--- src/rtl/psram_pwr_pkg.sv ---
`timescale 1ns/1ps
package psram_pwr_pkg;
  localparam int NUM_OPS   = 5;
  localparam int NUM_FLAGS = NUM_OPS + 1;

  localparam int OP_GRST    = 0;
  localparam int OP_HS_IN   = 1;
  localparam int OP_HS_OUT  = 2;
  localparam int OP_DPD_IN  = 3;
  localparam int OP_DPD_OUT = 4;

  typedef enum logic [2:0] {
    LD_NONE     = 3'd0,
    LD_HOLD     = 3'd1,
    LD_HS_EXIT  = 3'd2,
    LD_HS_REC   = 3'd3,
    LD_DPD_EXIT = 3'd4,
    LD_DPD_REC  = 3'd5
  } loadSel_e;

  typedef struct packed {
    loadSel_e             loadSel;
    logic                 decr;
    logic [NUM_OPS-1:0]   doneVec;
  } ctlStrobe_t;

  typedef enum logic [2:0] {
    ST_IDLE = 3'd0,
    ST_REQ  = 3'd1,
    ST_EXIT = 3'd2,
    ST_REC  = 3'd3,
    ST_HOLD = 3'd4
  } state_e;
endpackage

--- src/rtl/psram_pwr_dp.sv ---
`timescale 1ns/1ps
module psram_pwr_dp
  import psram_pwr_pkg::*;
#(
  parameter int HOLD_W    = 9,
  parameter int EXIT_W    = 4,
  parameter int HS_REC_W  = 15,
  parameter int DPD_REC_W = 16
) (
  input  logic                 clk,
  input  logic                 rstN,
  input  ctlStrobe_t           strb,
  input  logic                 trigWr,
  input  logic [NUM_OPS-1:0]   trigData,
  input  logic [HOLD_W-1:0]    rstHold,
  input  logic [EXIT_W-1:0]    hsExitCyc,
  input  logic [HS_REC_W-1:0]  hsRecCnt,
  input  logic [EXIT_W-1:0]    dpdExitCyc,
  input  logic [DPD_REC_W-1:0] dpdRecCnt,
  input  logic                 statRd,
  input  logic                 dqsTimeout,
  input  logic [NUM_FLAGS-1:0] intEn,
  output logic [NUM_OPS-1:0]   trigPend,
  output logic [NUM_FLAGS-1:0] statusOut,
  output logic                 irq,
  output logic                 cntLast
);
  localparam int MAX_A = (HOLD_W > EXIT_W) ? HOLD_W : EXIT_W;
  localparam int MAX_B = (HS_REC_W > DPD_REC_W) ? HS_REC_W : DPD_REC_W;
  localparam int CNT_W = (MAX_A > MAX_B) ? MAX_A : MAX_B;

  logic [CNT_W-1:0]     cnt;
  logic [CNT_W-1:0]     loadVal;
  logic [NUM_FLAGS-1:0] setVec;

  // Recovery counter: one shared down-counter, reloaded per phase
  always_comb begin
    case (strb.loadSel)
      LD_HOLD:     loadVal = CNT_W'(rstHold);
      LD_HS_EXIT:  loadVal = CNT_W'(hsExitCyc);
      LD_HS_REC:   loadVal = CNT_W'(hsRecCnt);
      LD_DPD_EXIT: loadVal = CNT_W'(dpdExitCyc);
      LD_DPD_REC:  loadVal = CNT_W'(dpdRecCnt);
      default:     loadVal = '0;
    endcase
  end

  always_ff @(posedge clk or negedge rstN) begin
    if (!rstN)                        cnt <= '0;
    else if (strb.loadSel != LD_NONE) cnt <= loadVal;
    else if (strb.decr)               cnt <= cnt - CNT_W'(1);
  end

  // A loaded count of 0 or 1 both mean a single-cycle phase
  assign cntLast = (cnt <= CNT_W'(1));

  // Self-clearing trigger bits: completion beats a same-cycle write
  for (genvar i = 0; i < NUM_OPS; i++) begin : g_trig
    always_ff @(posedge clk or negedge rstN) begin
      if (!rstN)                 trigPend[i] <= 1'b0;
      else if (strb.doneVec[i])  trigPend[i] <= 1'b0;
      else if (trigWr && trigData[i]) trigPend[i] <= 1'b1;
    end
  end

  // Read-to-clear flags: a new event in the read cycle survives
  assign setVec = {dqsTimeout, strb.doneVec};

  for (genvar i = 0; i < NUM_FLAGS; i++) begin : g_flag
    always_ff @(posedge clk or negedge rstN) begin
      if (!rstN)          statusOut[i] <= 1'b0;
      else if (setVec[i]) statusOut[i] <= 1'b1;
      else if (statRd)    statusOut[i] <= 1'b0;
    end
  end

  assign irq = |(statusOut & intEn);
endmodule

--- src/rtl/psram_pwr_fsm.sv ---
`timescale 1ns/1ps
module psram_pwr_fsm
  import psram_pwr_pkg::*;
(
  input  logic               clk,
  input  logic               rstN,
  input  logic [NUM_OPS-1:0] trigPend,
  input  logic               cmdAck,
  input  logic               hsIgnore,
  input  logic               dpdIgnore,
  input  logic               cntLast,
  output ctlStrobe_t         strb,
  output logic               cmdReq,
  output logic [2:0]         cmdKind,
  output logic               busy
);
  // Service order, highest first
  localparam int PRIO [NUM_OPS] = '{OP_GRST, OP_DPD_OUT, OP_HS_OUT, OP_DPD_IN, OP_HS_IN};

  state_e     state, nxtState;
  logic [2:0] curOp, nxtOp;
  logic       finish;

  always_comb begin
    strb     = '0;
    nxtState = state;
    nxtOp    = curOp;
    finish   = 1'b0;
    case (state)
      ST_IDLE: begin
        if (|trigPend) begin
          for (int k = NUM_OPS - 1; k >= 0; k--) begin
            if (trigPend[PRIO[k]]) nxtOp = 3'(PRIO[k]);
          end
          nxtState = ST_REQ;
        end
      end
      ST_REQ: begin
        if (cmdAck) begin
          if (curOp == 3'(OP_GRST)) begin
            strb.loadSel = LD_HOLD;
            nxtState     = ST_HOLD;
          end else if (curOp == 3'(OP_HS_OUT) && !hsIgnore) begin
            strb.loadSel = LD_HS_EXIT;
            nxtState     = ST_EXIT;
          end else if (curOp == 3'(OP_DPD_OUT) && !dpdIgnore) begin
            strb.loadSel = LD_DPD_EXIT;
            nxtState     = ST_EXIT;
          end else begin
            finish = 1'b1;
          end
        end
      end
      ST_EXIT: begin
        if (cntLast) begin
          if (curOp == 3'(OP_HS_OUT)) strb.loadSel = LD_HS_REC;
          else                        strb.loadSel = LD_DPD_REC;
          nxtState = ST_REC;
        end else begin
          strb.decr = 1'b1;
        end
      end
      ST_REC, ST_HOLD: begin
        if (cntLast) finish    = 1'b1;
        else         strb.decr = 1'b1;
      end
      default: nxtState = ST_IDLE;
    endcase
    if (finish) begin
      strb.doneVec = NUM_OPS'(1) << curOp;
      nxtState     = ST_IDLE;
    end
  end

  always_ff @(posedge clk or negedge rstN) begin
    if (!rstN) begin
      state <= ST_IDLE;
      curOp <= '0;
    end else begin
      state <= nxtState;
      curOp <= nxtOp;
    end
  end

  assign cmdReq  = (state == ST_REQ);
  assign cmdKind = curOp;
  assign busy    = (state != ST_IDLE);
endmodule

--- src/rtl/psram_pwr_ctl.sv ---
`timescale 1ns/1ps
module psram_pwr_ctl
  import psram_pwr_pkg::*;
#(
  parameter int OPC_W     = 8,
  parameter int HOLD_W    = 9,
  parameter int EXIT_W    = 4,
  parameter int HS_REC_W  = 15,
  parameter int DPD_REC_W = 16
) (
  input  logic                 clk,
  input  logic                 rstN,
  input  logic                 trigWr,
  input  logic [4:0]           trigData,
  input  logic                 statRd,
  input  logic                 dqsTimeout,
  input  logic [OPC_W-1:0]     rstOpcode,
  input  logic [HOLD_W-1:0]    rstHold,
  input  logic [EXIT_W-1:0]    hsExitCyc,
  input  logic [HS_REC_W-1:0]  hsRecCnt,
  input  logic                 hsIgnore,
  input  logic [EXIT_W-1:0]    dpdExitCyc,
  input  logic [DPD_REC_W-1:0] dpdRecCnt,
  input  logic                 dpdIgnore,
  input  logic [5:0]           intEn,
  input  logic                 cmdAck,
  output logic                 cmdReq,
  output logic [2:0]           cmdKind,
  output logic [OPC_W-1:0]     cmdOpcode,
  output logic                 accessGnt,
  output logic [4:0]           trigPend,
  output logic [5:0]           statusOut,
  output logic                 irq
);
  ctlStrobe_t strb;
  logic       cntLast;
  logic       busy;

  psram_pwr_fsm u_fsm (
    .clk       (clk),
    .rstN      (rstN),
    .trigPend  (trigPend),
    .cmdAck    (cmdAck),
    .hsIgnore  (hsIgnore),
    .dpdIgnore (dpdIgnore),
    .cntLast   (cntLast),
    .strb      (strb),
    .cmdReq    (cmdReq),
    .cmdKind   (cmdKind),
    .busy      (busy)
  );

  psram_pwr_dp #(
    .HOLD_W    (HOLD_W),
    .EXIT_W    (EXIT_W),
    .HS_REC_W  (HS_REC_W),
    .DPD_REC_W (DPD_REC_W)
  ) u_dp (
    .clk        (clk),
    .rstN       (rstN),
    .strb       (strb),
    .trigWr     (trigWr),
    .trigData   (trigData),
    .rstHold    (rstHold),
    .hsExitCyc  (hsExitCyc),
    .hsRecCnt   (hsRecCnt),
    .dpdExitCyc (dpdExitCyc),
    .dpdRecCnt  (dpdRecCnt),
    .statRd     (statRd),
    .dqsTimeout (dqsTimeout),
    .intEn      (intEn),
    .trigPend   (trigPend),
    .statusOut  (statusOut),
    .irq        (irq),
    .cntLast    (cntLast)
  );

  assign accessGnt = !busy && (trigPend == '0);
  assign cmdOpcode = (cmdReq && cmdKind == 3'(OP_GRST)) ? rstOpcode : '0;
endmodule

--- config.mk ---
export PLATFORM = sky130hd
export DESIGN_NAME = psram_pwr_ctl
export DESIGN_NICKNAME = d
export VERILOG_FILES = /design/src/rtl/psram_pwr_pkg.sv /design/src/rtl/psram_pwr_dp.sv /design/src/rtl/psram_pwr_fsm.sv /design/src/rtl/psram_pwr_ctl.sv
export SDC_FILE = /design/constraint.sdc
export NUM_CORES = 1
export LEC_CHECK = 0
export BUFFER_PORTS_ARGS = -buffer_cell sky130_fd_sc_hd__buf_2
export CORE_ASPECT_RATIO = 0.6
export CORE_MARGIN = 5
export CORE_UTILIZATION = 44
export CTS_CLUSTER_SIZE = 12
export DETAILED_ROUTE_END_ITERATION = 10
export GPL_TIMING_DRIVEN = 1
export PLACE_DENSITY = 0.79
export SLEW_MARGIN = 20
export SYNTH_ARGS = -nofsm -noshare
export SYNTH_HDL_FRONTEND = slang
export SYNTH_SLANG_ARGS = --single-unit
--- constraint.sdc ---
create_clock -name clk -period 2.49 [get_ports clk]
set_clock_uncertainty 0.05 [all_clocks]
set_input_delay 0.3735 -clock clk [delete_from_list [all_inputs] [get_ports clk]]
set_output_delay 0.3735 -clock clk [all_outputs]
set_load 0.005 [all_outputs]
**After elaboration in Yosys (flattened, before gate mapping)**

Cells that the tools add are included.

- Mux-type cells: 50
- Shift-type cells: 1
- Bitwise logic cells: 1
- $add $sub $neg: 1
- Equal/unequal tests: 16
- Multiply operators: 0
- Divide/modulo/power cells: 0
- Order comparisons: 1
- Reductions and logical operators: 36

Operator list:

| operator | number |
|---|---|
| $pmux 16 s5 | 1 |
| $mux 3 | 18 |
| $mux 16 | 2 |
| $mux 1 | 24 |
| $reduce_bool 2->1 | 12 |
| $le 16x1->1 const B | 1 |
| $sub 16x1->16 const B | 1 |
| $eq 3x2->1 const B | 5 |
| $eq 3x3->1 const B | 4 |
| $pmux 3 s4 | 1 |
| $logic_and 1x1->1 | 9 |
| $mux 8 | 1 |
| $and 6x6->6 | 1 |
| $eq 3x1->1 const B | 2 |
| $logic_not 3->1 | 2 |
| $ne 3x2->1 const B | 2 |
| $pmux 3 s2 | 1 |
| $reduce_bool 3->1 | 2 |
| $reduce_or 6->1 | 1 |
| $logic_not 5->1 | 1 |
| $mux 5 | 1 |
| $ne 5x1->1 const B | 1 |
| $reduce_and 5->1 | 1 |
| $reduce_bool 5->1 | 1 |
| other kinds (9) | 11 |

- Output and inout bits: 25
- Register bits: 33
- Word-level logic and storage cells: 120
- Bits in writable memories: 0
- Input bits: 75
- Latch bits: 0
- Memories: 0
- Bits in read-only memories: 0

**Logic depth before layout (Yosys ltp)**

Gate-level depths: netlist of the first run.

- Depth after elaboration: 10
- Depth in mapped cells: 8
- Gate-level depth less buffers: 7

**By module**

A second synthesis of the first run with hierarchy kept.

- Cells, all modules: 293
- Area, all modules: 2561.2 µm²

By module, submodules not included:

| module | cells an instance | seq. area each (µm²) | area each (µm²) | instances |
|---|---|---|---|---|
| psram_pwr_dp | 217 | 675.6 | 1921.8 | 1 |
| psram_pwr_fsm | 65 | 150.1 | 544.3 | 1 |
| psram_pwr_ctl | 11 | 0.0 | 95.1 | 1 |

**Worst setup path before layout of the first run**

Ideal clock, no wire load.

- Path kind: reg2reg
- Start: register u_dp.cnt[4]
- End: register u_dp.cnt[4]
- Clock period less this slack: 2422 ps
- Path buffers: 3
- Library setup time: 65 ps
- Arrival time: 2307 ps
- Setup slack: 68 ps
- Cell stages (with the launch flop): 9
- Required time: 2375 ps
- Cells stage by stage: dfrtp_1 -> or4_1 -> or3_1 -> buf_2 -> or3_1 -> buf_6 -> buf_6 -> o211ai_2 -> o221a_2

- Cells in the longest elaborated chain, start to end: 6
- Elaborated cells between the ends (all ways): 16
- Classes of those cells: 1 x add/sub; 1 x order compare; 5 x eq/ne; 7 x mux; 2 x reduce/logical

Ends and longest elaborated chain:

| element | line | text |
|---|---|---|
| from (decl) | psram_pwr_dp.sv:32 | `logic [CNT_W-1:0] cnt;` |
| from (signal assigned) | psram_pwr_dp.sv:50 | `else if (strb.loadSel != LD_NONE) cnt <= loadVal;` |
| from (signal assigned) | psram_pwr_dp.sv:51 | `else if (strb.decr) cnt <= cnt - CNT_W'(1);` |
| $le 16x1->1 | psram_pwr_dp.sv:55 | `assign cntLast = (cnt <= CNT_W'(1));` |
| $mux 3 | psram_pwr_fsm.sv:55 | `if (cntLast) begin` |
| $pmux 3 s2 | psram_pwr_fsm.sv:29 | `case (state)` |
| $eq 3x3->1, or another cell as far along | psram_pwr_dp.sv:38 | `case (strb.loadSel)` |
| $pmux 16 s5 | psram_pwr_dp.sv:38 |  |
| $mux 16 | psram_pwr_dp.sv:50 |  |

Several ways; a longest one is shown, not always the timed one. The select of a mux whose other input is x is not followed.
A chain may end at the register's enable or synchronous reset.

**Final worst setup path of the first run**

- Start: register u_dp.cnt[6]
- End: register u_dp.cnt[4]

- Cells in the longest elaborated chain, start to end: 6
- Elaborated cells between the ends (all ways): 14
- Classes of those cells: 1 x order compare; 5 x eq/ne; 6 x mux; 2 x reduce/logical

Ends and longest elaborated chain:

| element | line |
|---|---|
| $le 16x1->1 (*) | psram_pwr_dp.sv:55 |
| $mux 3 | psram_pwr_fsm.sv:55 |
| $pmux 3 s2 | psram_pwr_fsm.sv:29 |
| $eq 3x3->1, or another cell as far along | psram_pwr_dp.sv:38 |
| $pmux 16 s5 | psram_pwr_dp.sv:38 |
| $mux 16 | psram_pwr_dp.sv:50 |

Every way passes the cells marked *; elsewhere a longest branch is shown, timed or not.

==> metrics.txt, run 1 <==
status=complete, no violations; required time of the critical path=2.62 ns; top achievable clock speed=416 MHz; Initial Utilization=0.464; tightest hold margin=0.0940 ns; clock slew seen by the registers of the worst setup and hold paths=0.07 ns; DP HPWL=6.06 mm; placed instance count=435; fraction of the mapped netlist area in compound gates=0.284; flip-flop and latch count after synthesis=33; final worst-path cycle share=0.965; via total after detailed routing=2737; Remaining Overflow, GRT=0; worst hold-check path type=in -> async; Core Footprint=5180 µm²; areal power density over the cells=around 510 nW/µm²; type of element capturing the critical path=flip-flop; Post-Syn Area=about 2400 µm²; final slew viol count=0; Wirelength per Cell=17.7 µm; number of top-level design ports=100; maximum number of pins on one net before global-route repair=34; die width=105 µm; total track usage=0.230; buffer count from post-CTS setup fixing=0; post-layout minimum cycle time=2.40 ns; number of synthesis warnings=0; number of violations reported at the end of detailed-routing iteration 0=274; kind of start point of the critical path=flip-flop; layout overhead on the synthesized area=30.9%; RePlAce Congestion=1.02; IR Drop Worst-Case VDD=between 0.0002 and 0.0003 V; Cell Area, Placed=around 3000 µm²; largest family of logic cells by synthesized area=compound AO/OA/AOI/OAI gates; Seq/Total Area, Yosys=0.344; fraction of the core area covered by cells at the end of the flow=0.607; slew at the pin with the worst max-slew slack=about 0.75 ns; clock tree from TritonCTS=yes; via density per instance=6.18; number of antenna violations at the first check in global routing=0; Max H-tree Level=2; Final Hold Viols=0; fraction of final layout cells with drive strength greater than 1=0.374; Post-CTS Hold Fix Bufs=0; average size of a mapped cell=8.83 µm²; Synth Area in Adders=0.0104; Synth async-reset ratio=1.00; CTS sink cnt=33; Clock Root Buffer=sky130_fd_sc_hd__clkbuf_8; via count of the first global-routing pass=2670; total die area=7090 µm²; Maximum Capacitance Violations=0; slew margin rel.=0.497; RSZ-0062 raised after global routing=true; Post-Synth XOR/XNOR Area=0.0255; primary flip-flop cell chosen by synthesis mapping=sky130_fd_sc_hd__dfrtp_1; final sum of negative setup slack=0 ns; multiplexer share of the synthesized area=0.0677; first-pass detailed-route iteration total=5; cell count after synthesis=~270; cell leakage power=1.42 nW; post-route ant nets=0; Num CTS Buffers=5; synthesized-area fraction occupied by and/or/nand/nor cells=0.213; antenna cells=0; latest clock arrival within the worst-skew pair=slightly below 0.3 ns; number of enable flip-flop cells after synthesis=0; register-to-register setup slack=~0.087 ns; maximum net fanout on the critical path=8; Crit Path Category=reg -> reg; final routed DRC violation total=0; number of buffers inserted by port buffering=99; crit path DAT=between 2 and 3 ns; Total Nets Final=about 450; Final Instance Count excl. Fillers=about 440; Post-Synthesis Net Count=roughly 350; post-route cell area=3150 µm²; row cnt=20; Chip Height=between 60 and 70 µm; global-route wire length before repair=13.0 mm; number of distinct standard cells referenced by the synthesized netlist=57; Final Routed Wirelength=7.82 mm; Max Buffers Root-to-Sink=2; final setup violation count=0
-- cells in the final DEF (no fill, tap or decap), drive strengths merged, types with 4 or more instances in the layout --
cell type	netlist	layout
mux2i	14	14
a32o	5	5
nor3	14	14
xnor2	4	4
inv	10	10
o21ai	12	12
clkbuf	13	8
o22ai	7	7
nor2	16	16
o41ai	4	4
nor2b	5	5
nand2	7	7
a31oi	8	8
dfrtp	33	33
o211ai	7	7
o2111ai	4	4
a21oi	14	14
o221a	4	4
nand3	7	7
and3	12	12
nor3b	4	4
buf	7	117
nor4	5	5
nand2b	4	4
-- metrics by stage --
stage	worst slack [ns]	power, W
final	0.0868	0.00162
after global routing	-0.0447	0.00172
after CTS	0.0325	0.00160
after detailed placement	-0.0128	0.00121
after global placement	0.0375	0.00119
after floorplan	0.0685	0.000995
-- power by group --
group	switching [W]	total, W	internal (W)	leakage [nW]
registers	0.000109	0.000735	0.000626	0.384
clock network	0.000192	0.000391	0.000198	0.0395
logic	0.000236	0.000493	0.000257	0.992
-- worst max-delay path: stages, from the launching register on --
cell	delay (ns)
sky130_fd_sc_hd__dfrtp_1	0.38
sky130_fd_sc_hd__or4_1	0.57
sky130_fd_sc_hd__or3_4	0.41
sky130_fd_sc_hd__o21a_1	0.25
sky130_fd_sc_hd__or2_1	0.32
sky130_fd_sc_hd__o221a_2	0.30
-- sequential cells by signal, summed over array words and instances (netlist names) --
register and cells:
u_dp.cnt 16, u_dp.statusOut 6, u_dp.trigPend 5, u_fsm.cmdKind 3, u_fsm.state 3
-- synth_stat cells (7+ instances only) --
library cell               number  share of area
sky130_fd_sc_hd__nand2_1        7          0.011
sky130_fd_sc_hd__nand3_1        7          0.015
sky130_fd_sc_hd__a31oi_1        8          0.021
sky130_fd_sc_hd__nor3_1        14          0.029
sky130_fd_sc_hd__o22ai_1        7          0.018
sky130_fd_sc_hd__mux2i_1       14          0.058
sky130_fd_sc_hd__inv_1         10          0.016
sky130_fd_sc_hd__dfrtp_1       33           0.34
sky130_fd_sc_hd__and3_1        12          0.031
sky130_fd_sc_hd__a21oi_1       14          0.029
sky130_fd_sc_hd__clkbuf_1      13          0.020
sky130_fd_sc_hd__o21ai_0       12          0.025
sky130_fd_sc_hd__nor2_1        16          0.025
-- timing repair --
action                                 CTS  global route
setup endpoints to repair               10            21
endpoints found under the hold margin    0             0
resized for setup                        3             4
-- final timing paths --
check | start | endpoint | cells after the start
min in group clk | dqsTimeout | u_dp.statusOut[5]$_DFFE_PN0P_ | 2
worst min register to register | u_dp.statusOut[5]$_DFFE_PN0P_ | u_dp.statusOut[5]$_DFFE_PN0P_ | 1
worst max register to register | u_dp.cnt[6]$_DFFE_PN0P_ | u_dp.cnt[4]$_DFFE_PN0P_ | 5
max in group asynchronous | rstN | u_dp.cnt[10]$_DFFE_PN0P_ | 1
worst max-delay path | u_dp.cnt[6]$_DFFE_PN0P_ | u_dp.cnt[4]$_DFFE_PN0P_ | 5
worst min-delay path | rstN | u_dp.cnt[6]$_DFFE_PN0P_ | 1
-- cell type report --
class / instances / area, µm²
Tap cell: 66 / 82.6
Multi-Input combinational cell: 209 / 1490
Clock buffer: 8 / 80.1
Inverter: 10 / 37.5
Fill cell: 477 / 2030
Sequential cell: 33 / 826
Timing Repair Buffer: 117 / 631
-- cell families (layout without fill, tap and decap cells) --
| kind of cell | Yosys count | in the layout |
|---|---|---|
| xor gates and xnor gates | 7 | 7 |
| adders and majority gates | 2 | 2 |
| AOI/OAI and AO/OA | 92 | 92 |
| DFF | 33 | 33 |
| muxes | 16 | 16 |
| buffers and inverters | 30 | 135 |
| and+or+nand+nor | 92 | 92 |
-- per-layer routing --
| metal | global-route usage | vias to the layer above | share of wire |
|---|---|---|---|
| met3 | 0.0755 | 11 | 0.13 |
| met1 | 0.316 | 1301 | 0.43 |
| met5 | 0 | - | 0 |
| met4 | 0.0671 | 0 | 0.012 |
| met2 | 0.348 | 167 | 0.42 |
| li1 | - | 1258 | - |
Power figures use the tool's default switching activity.
==> run 2, diff against run 1 <==
Settings changed: CTS_BUF_LIST set to sky130_fd_sc_hd__clkbuf_16.
==> run 2 against run 1 <==
Effect of this change: sequential power about the same; clock-buffer cell count decreased by 3; power increased by 12%; combinational power about the same; via count increased by 0.18%; core utilization increased by 1.2 points; register-to-register slack got worse by 0.02 ns; clock power increased by 49%; cell area increased by 2.0%; global-route usage increased by 0.24 points.
==> metrics.txt, run 2 (same netlist as run 1, synthesis figures left out) <==
Final Instance Count excl. Fillers=roughly 440; via count of the first global-routing pass=2636; register-to-register setup slack=0.06 ns; Post-CTS Hold Fix Bufs=0; layout overhead on the synthesized area=33.6%; leading registers by flop count=u_dp.cnt: 16 flops, u_dp.statusOut: 6 flops, u_dp.trigPend: 5 flops; status=complete, no violations; origin of the critical flop-to-flop path=u_fsm.cmdKind[2]$_DFFE_PN0P_; post-layout minimum cycle time=2.43 ns; Remaining Overflow, GRT=0; latest clock arrival within the worst-skew pair=0.28 ns; Resize count post-CTS=2; slew margin rel.=0.499; crit path DAT=2.55 ns; number of buffers inserted by port buffering=99; clock slew seen by the registers of the worst setup and hold paths=0.05 ns; Final Routed Wirelength=8.12 mm; flip-flop count of the largest register, all copies and words added=16; # fillers=463; Sequential Area=826 µm²; post-route ant nets=0; largest register by flop count=u_dp.cnt; fraction of the core area covered by cells at the end of the flow=0.620; buffer count from post-CTS setup fixing=0; Max H-tree Level=2; Clock Root Buffer=sky130_fd_sc_hd__clkbuf_16; first-pass detailed-route iteration total=8; via density per instance=6.19; via total after detailed routing=2742; area of the multi-input gates=1500 µm²; fraction of final layout cells with drive strength greater than 1=0.377; number of antenna violations at the first check in global routing=0; row cnt=20; clock tree from TritonCTS=yes; Num CTS Buffers=5; Initial Utilization=0.464; global-route wire length before repair=13.1 mm; final setup violation count=0; Chip Height=67.2 µm; highest-count cells in the layout ignoring fill and taps=sky130_fd_sc_hd__buf_2 (99), sky130_fd_sc_hd__dfrtp_1 (33), sky130_fd_sc_hd__buf_4 (18), sky130_fd_sc_hd__nor2_1 (16); Core Footprint=5180 µm²; kind of start point of the critical path=flip-flop; Max Buffers Root-to-Sink=2; slew at the pin with the worst max-slew slack=0.751 ns; placed instance count=~440; Total Nets Final=between 400 and 500; tightest hold margin=0.104 ns; type of element capturing the critical path=flip-flop; final slew viol count=0; IR Drop Worst-Case VDD=0.000352 V; DP HPWL=6.06 mm; die width=approximately 110 µm; number of violations reported at the end of detailed-routing iteration 0=303; cell leakage power=approximately 1.5 nW; Crit Path Category=reg -> reg; maximum net fanout on the critical path=12; CTS sink cnt=33; maximum number of pins on one net before global-route repair=34; FF-to-FF path depth=5; antenna cells=0; final routed DRC violation total=0; total die area=between 7000 and 8000 µm²; top achievable clock speed=412 MHz; areal power density over the cells=566 nW/µm²; Final Hold Viols=0; required time of the critical path=2.61 ns; number of top-level design ports=100; RSZ-0062 raised after global routing=true; worst hold-check path type=in -> async; Wirelength per Cell=18.3 µm; Maximum Capacitance Violations=0; RePlAce Congestion=1.02; most common library cell in the layout ignoring fill and taps=sky130_fd_sc_hd__buf_2; total track usage=0.233; worst flop-to-flop path endpoint=u_dp.statusOut[4]$_DFFE_PN0P_; final worst-path cycle share=0.974
-- run 2: cell count changes in the layout (fill, tap and decap cells not counted) --
cell,before,now
sky130_fd_sc_hd__clkbuf_1,3,0
sky130_fd_sc_hd__clkbuf_16,0,5
sky130_fd_sc_hd__clkbuf_8,5,0
sky130_fd_sc_hd__inv_1,10,13
sky130_fd_sc_hd__o41ai_1,3,2
sky130_fd_sc_hd__o41ai_2,1,2
-- run 2: per-layer routing --
layer  vias to the layer above  part of all wire  global-route usage
met1                      1310              0.43               0.323
met3                         7              0.13              0.0802
met5                         -                 0                   0
li1                       1259                 -                   -
met2                       166              0.43               0.352
met4                         0             0.010              0.0491
-- run 2: cell type report --
| type | count | share of cell area |
|---|---|---|
| tap | 66 | 0.0257 |
| inverter | 10 | 0.0117 |
| clock buffer | 5 | 0.0390 |
| multi-input combinational | 209 | 0.466 |
| timing repair buffer | 117 | 0.196 |
| sequential | 33 | 0.257 |
| clock inverter | 3 | 0.00351 |
-- run 2: worst max-delay path, stage by stage, from the launching register on --
cell,delay [ns]
sky130_fd_sc_hd__dfrtp_1,0.52
sky130_fd_sc_hd__o21a_1,0.27
sky130_fd_sc_hd__o311ai_0,0.62
sky130_fd_sc_hd__o41ai_2,0.23
sky130_fd_sc_hd__a21o_2,0.34
sky130_fd_sc_hd__a32o_1,0.27
-- run 2: power breakdown --
group	switching (W)	total, W	internal (W)
sequential	0.000111	0.000738	0.000627
clock	0.000224	0.000583	0.000359
combinational	0.000238	0.000495	0.000257
total	0.000574	0.00182	0.00124
-- run 2: through the flow --
step	TNS, ns	cell area [µm²]	setup slack (ns)	total power, W
after floorplan	0	2400	0.0685	0.000995
after detailed placement	-0.0179	3030	-0.0128	0.00121
after CTS	0	3170	0.00200	0.00180
after global routing	0	3210	0.0309	0.00191
after global placement	0	3030	0.0375	0.00119
final	0	3210	0.0639	0.00182
-- run 2: worst max-delay path by stage --
stage	cells after the start	slack, ns	to	startpoint
after floorplan	8	0.07	u_dp.cnt[4]$_DFFE_PN0P_	u_dp.cnt[4]$_DFFE_PN0P_
after global placement	5	0.04	u_dp.cnt[2]$_DFFE_PN0P_	u_dp.cnt[6]$_DFFE_PN0P_
after detailed placement	5	-0.01	u_dp.cnt[2]$_DFFE_PN0P_	u_dp.cnt[6]$_DFFE_PN0P_
after CTS	6	0.002	u_dp.cnt[7]$_DFFE_PN0P_	u_dp.cnt[6]$_DFFE_PN0P_
after global routing	5	0.03	u_dp.cnt[4]$_DFFE_PN0P_	u_dp.cnt[4]$_DFFE_PN0P_
final	5	0.06	u_dp.statusOut[4]$_DFFE_PN0P_	u_fsm.cmdKind[2]$_DFFE_PN0P_
==> run 3, diff against run 2 <==
Settings changed: CORE_ASPECT_RATIO 0.6 to 2.
==> run 3 against run 2 <==
Effect of this change: cell area shrank 0.27%; power shrank 2.7%; critical path depth is the same; via count shrank 3.6%; flip-flop and latch count is the same; hold slack gained 0.012 ns; largest cell class unchanged; highest routed layer unchanged.
==> metrics.txt, run 3 (same netlist as run 1, synthesis figures left out) <==
status=complete, no violations; final routed DRC violation total=0; post-route ant nets=0; Chip Height=114 µm; Crit Path Category=reg -> reg; total track usage=0.215; register-to-register setup slack=between 0.1 and 0.15 ns; number of antenna violations at the first check in global routing=0; number of buffers inserted by port buffering=99; slew margin rel.=0.502; worst flop-to-flop path endpoint=u_dp.cnt[4]$_DFFE_PN0P_; tightest hold margin=0.116 ns; clock slew seen by the registers of the worst setup and hold paths=approximately 0.050 ns; via total after detailed routing=2644; die width=62.3 µm; required time of the critical path=2.60 ns; clock tree from TritonCTS=yes; Worst path max stage delay=0.56 ns; leading registers by flop count=u_dp.cnt: 16 flops, u_dp.statusOut: 6 flops, u_dp.trigPend: 5 flops; crit path cell chain=or4_1 -> or3_4 -> o21a_1 -> or2_1 -> o221a_2; Clock Root Buffer=sky130_fd_sc_hd__clkbuf_16; Wirelength per Cell=17.8 µm; first-pass detailed-route iteration total=4; number of violations reported at the end of detailed-routing iteration 0=56; final sum of negative setup slack=0 ns; post-layout minimum cycle time=between 2 and 2.5 ns; most common library cell in the layout ignoring fill and taps=sky130_fd_sc_hd__buf_2; RSZ-0062 raised after global routing=false; latest clock arrival within the worst-skew pair=0.28 ns; fraction of final layout cells with drive strength greater than 1=0.377; WP buf/inv=0; CTS sink cnt=33; Maximum Capacitance Violations=0; global-route wire length before repair=12.5 mm; number of top-level design ports=100; type of element capturing the critical path=flip-flop; antenna cells=0; fraction of the core area covered by cells at the end of the flow=0.596; RePlAce Congestion=0.889; final slew viol count=0; via density per instance=6.05; family of cells with the greatest summed delay on the critical path=simple AND/OR/NAND/NOR gates; Final Hold Viols=0; Total Nets Final=454; Initial Utilization=0.447; slowest cell on the critical path=sky130_fd_sc_hd__or4_1; cell leakage power=about 1.5 nW; total die area=7130 µm²; post-layout power=0.00177 W; final worst-path cycle share=0.957; maximum net fanout on the critical path=7; DP HPWL=between 6 and 7 mm; areal power density over the cells=about 550 nW/µm²; via count of the first global-routing pass=2762; final setup violation count=0; Max H-tree Level=2; slew at the pin with the worst max-slew slack=approximately 0.75 ns; Num CTS Buffers=5; Final Routed Wirelength=7.77 mm; IR Drop Worst-Case VDD=0.000440 V; maximum number of pins on one net before global-route repair=34; largest register by flop count=u_dp.cnt; highest-count cells in the layout ignoring fill and taps=sky130_fd_sc_hd__buf_2 (99), sky130_fd_sc_hd__dfrtp_1 (33), sky130_fd_sc_hd__buf_4 (18), sky130_fd_sc_hd__nor2_1 (16); row cnt=38; kind of start point of the critical path=flip-flop; Remaining Overflow, GRT=0; FF-to-FF path depth=5; Core Footprint=5370 µm²; crit path DAT=2.49 ns; layout overhead on the synthesized area=33.2%; worst hold-check path type=in -> async; flip-flop count of the largest register, all copies and words added=16; Max Buffers Root-to-Sink=2; top achievable clock speed=420 MHz; origin of the critical flop-to-flop path=u_dp.cnt[6]$_DFFE_PN0P_
[run 3: cell types whose count changed in the layout (fill, tap and decap cells not counted), sizes merged]
cell    change
inv         -2
buf         +1
clkinv      +1
[run 3: layer usage]
layer | track usage | up-vias | wire (µm) | part of all wire
met3 | 0.0432 | 32 | 413 | 0.053
met1 | 0.217 | 1235 | 2670 | 0.34
met2 | 0.394 | 114 | 4250 | 0.55
met4 | 0.130 | 0 | 436 | 0.056
met5 | 0 | - | 0 | 0
li1 | - | 1263 | - | -
[run 3: worst max path at each step]
stage,startpoint,end,depth (start not counted)
after global routing,u_dp.cnt[6]$_DFFE_PN0P_,u_dp.cnt[6]$_DFFE_PN0P_,7
after floorplan,u_dp.cnt[4]$_DFFE_PN0P_,u_dp.cnt[4]$_DFFE_PN0P_,8
final,u_dp.cnt[6]$_DFFE_PN0P_,u_dp.cnt[4]$_DFFE_PN0P_,5
after CTS,u_dp.cnt[6]$_DFFE_PN0P_,u_dp.statusOut[1]$_DFFE_PN0P_,6
after global placement,u_dp.cnt[6]$_DFFE_PN0P_,u_dp.cnt[6]$_DFFE_PN0P_,7
after detailed placement,u_dp.cnt[6]$_DFFE_PN0P_,u_dp.cnt[6]$_DFFE_PN0P_,7
[run 3: through the flow]
step / instances / setup WS [ns] / instance area (µm²)
after detailed placement: 430 / -0.00578 / 3040
after CTS: 437 / 0.0108 / 3180
after global routing: 437 / 0.00679 / 3200
final: 437 / 0.107 / 3200
after global placement: 430 / -0.0171 / 3040
after floorplan: 272 / 0.0685 / 2400
[run 3: where the power goes]
part	switching (W)	internal [W]
sequential	0.000109	0.000627
clock	0.000214	0.000357
combinational	0.000214	0.000247
total	0.000537	0.00123
[run 3: cell type report]
cell class	count	area (µm²)
Clock buffer	5	125
Clock inverter	2	7.51
Fill cell	488	2170
Inverter	10	37.5
Tap cell	60	75.1
Sequential cell	33	826
Timing Repair Buffer	118	651
Multi-Input combinational cell	209	1480
[run 3: worst reg2reg max path, cell delays in order, from the launching register on]
cell	delay (ns)
sky130_fd_sc_hd__dfrtp_1	0.37
sky130_fd_sc_hd__or4_1	0.56
sky130_fd_sc_hd__or3_4	0.40
sky130_fd_sc_hd__o21a_1	0.28
sky130_fd_sc_hd__or2_1	0.32
sky130_fd_sc_hd__o221a_2	0.29
[run 3: repair_timing]
action                                  4_1_cts  5_1_grt
resized for setup                             2        4
hold endpoints to repair                      0        0
setup buffers                                 0        0
cloned                                        0        0
endpoints found under the setup margin       11       24
hold buffers                                  0        0
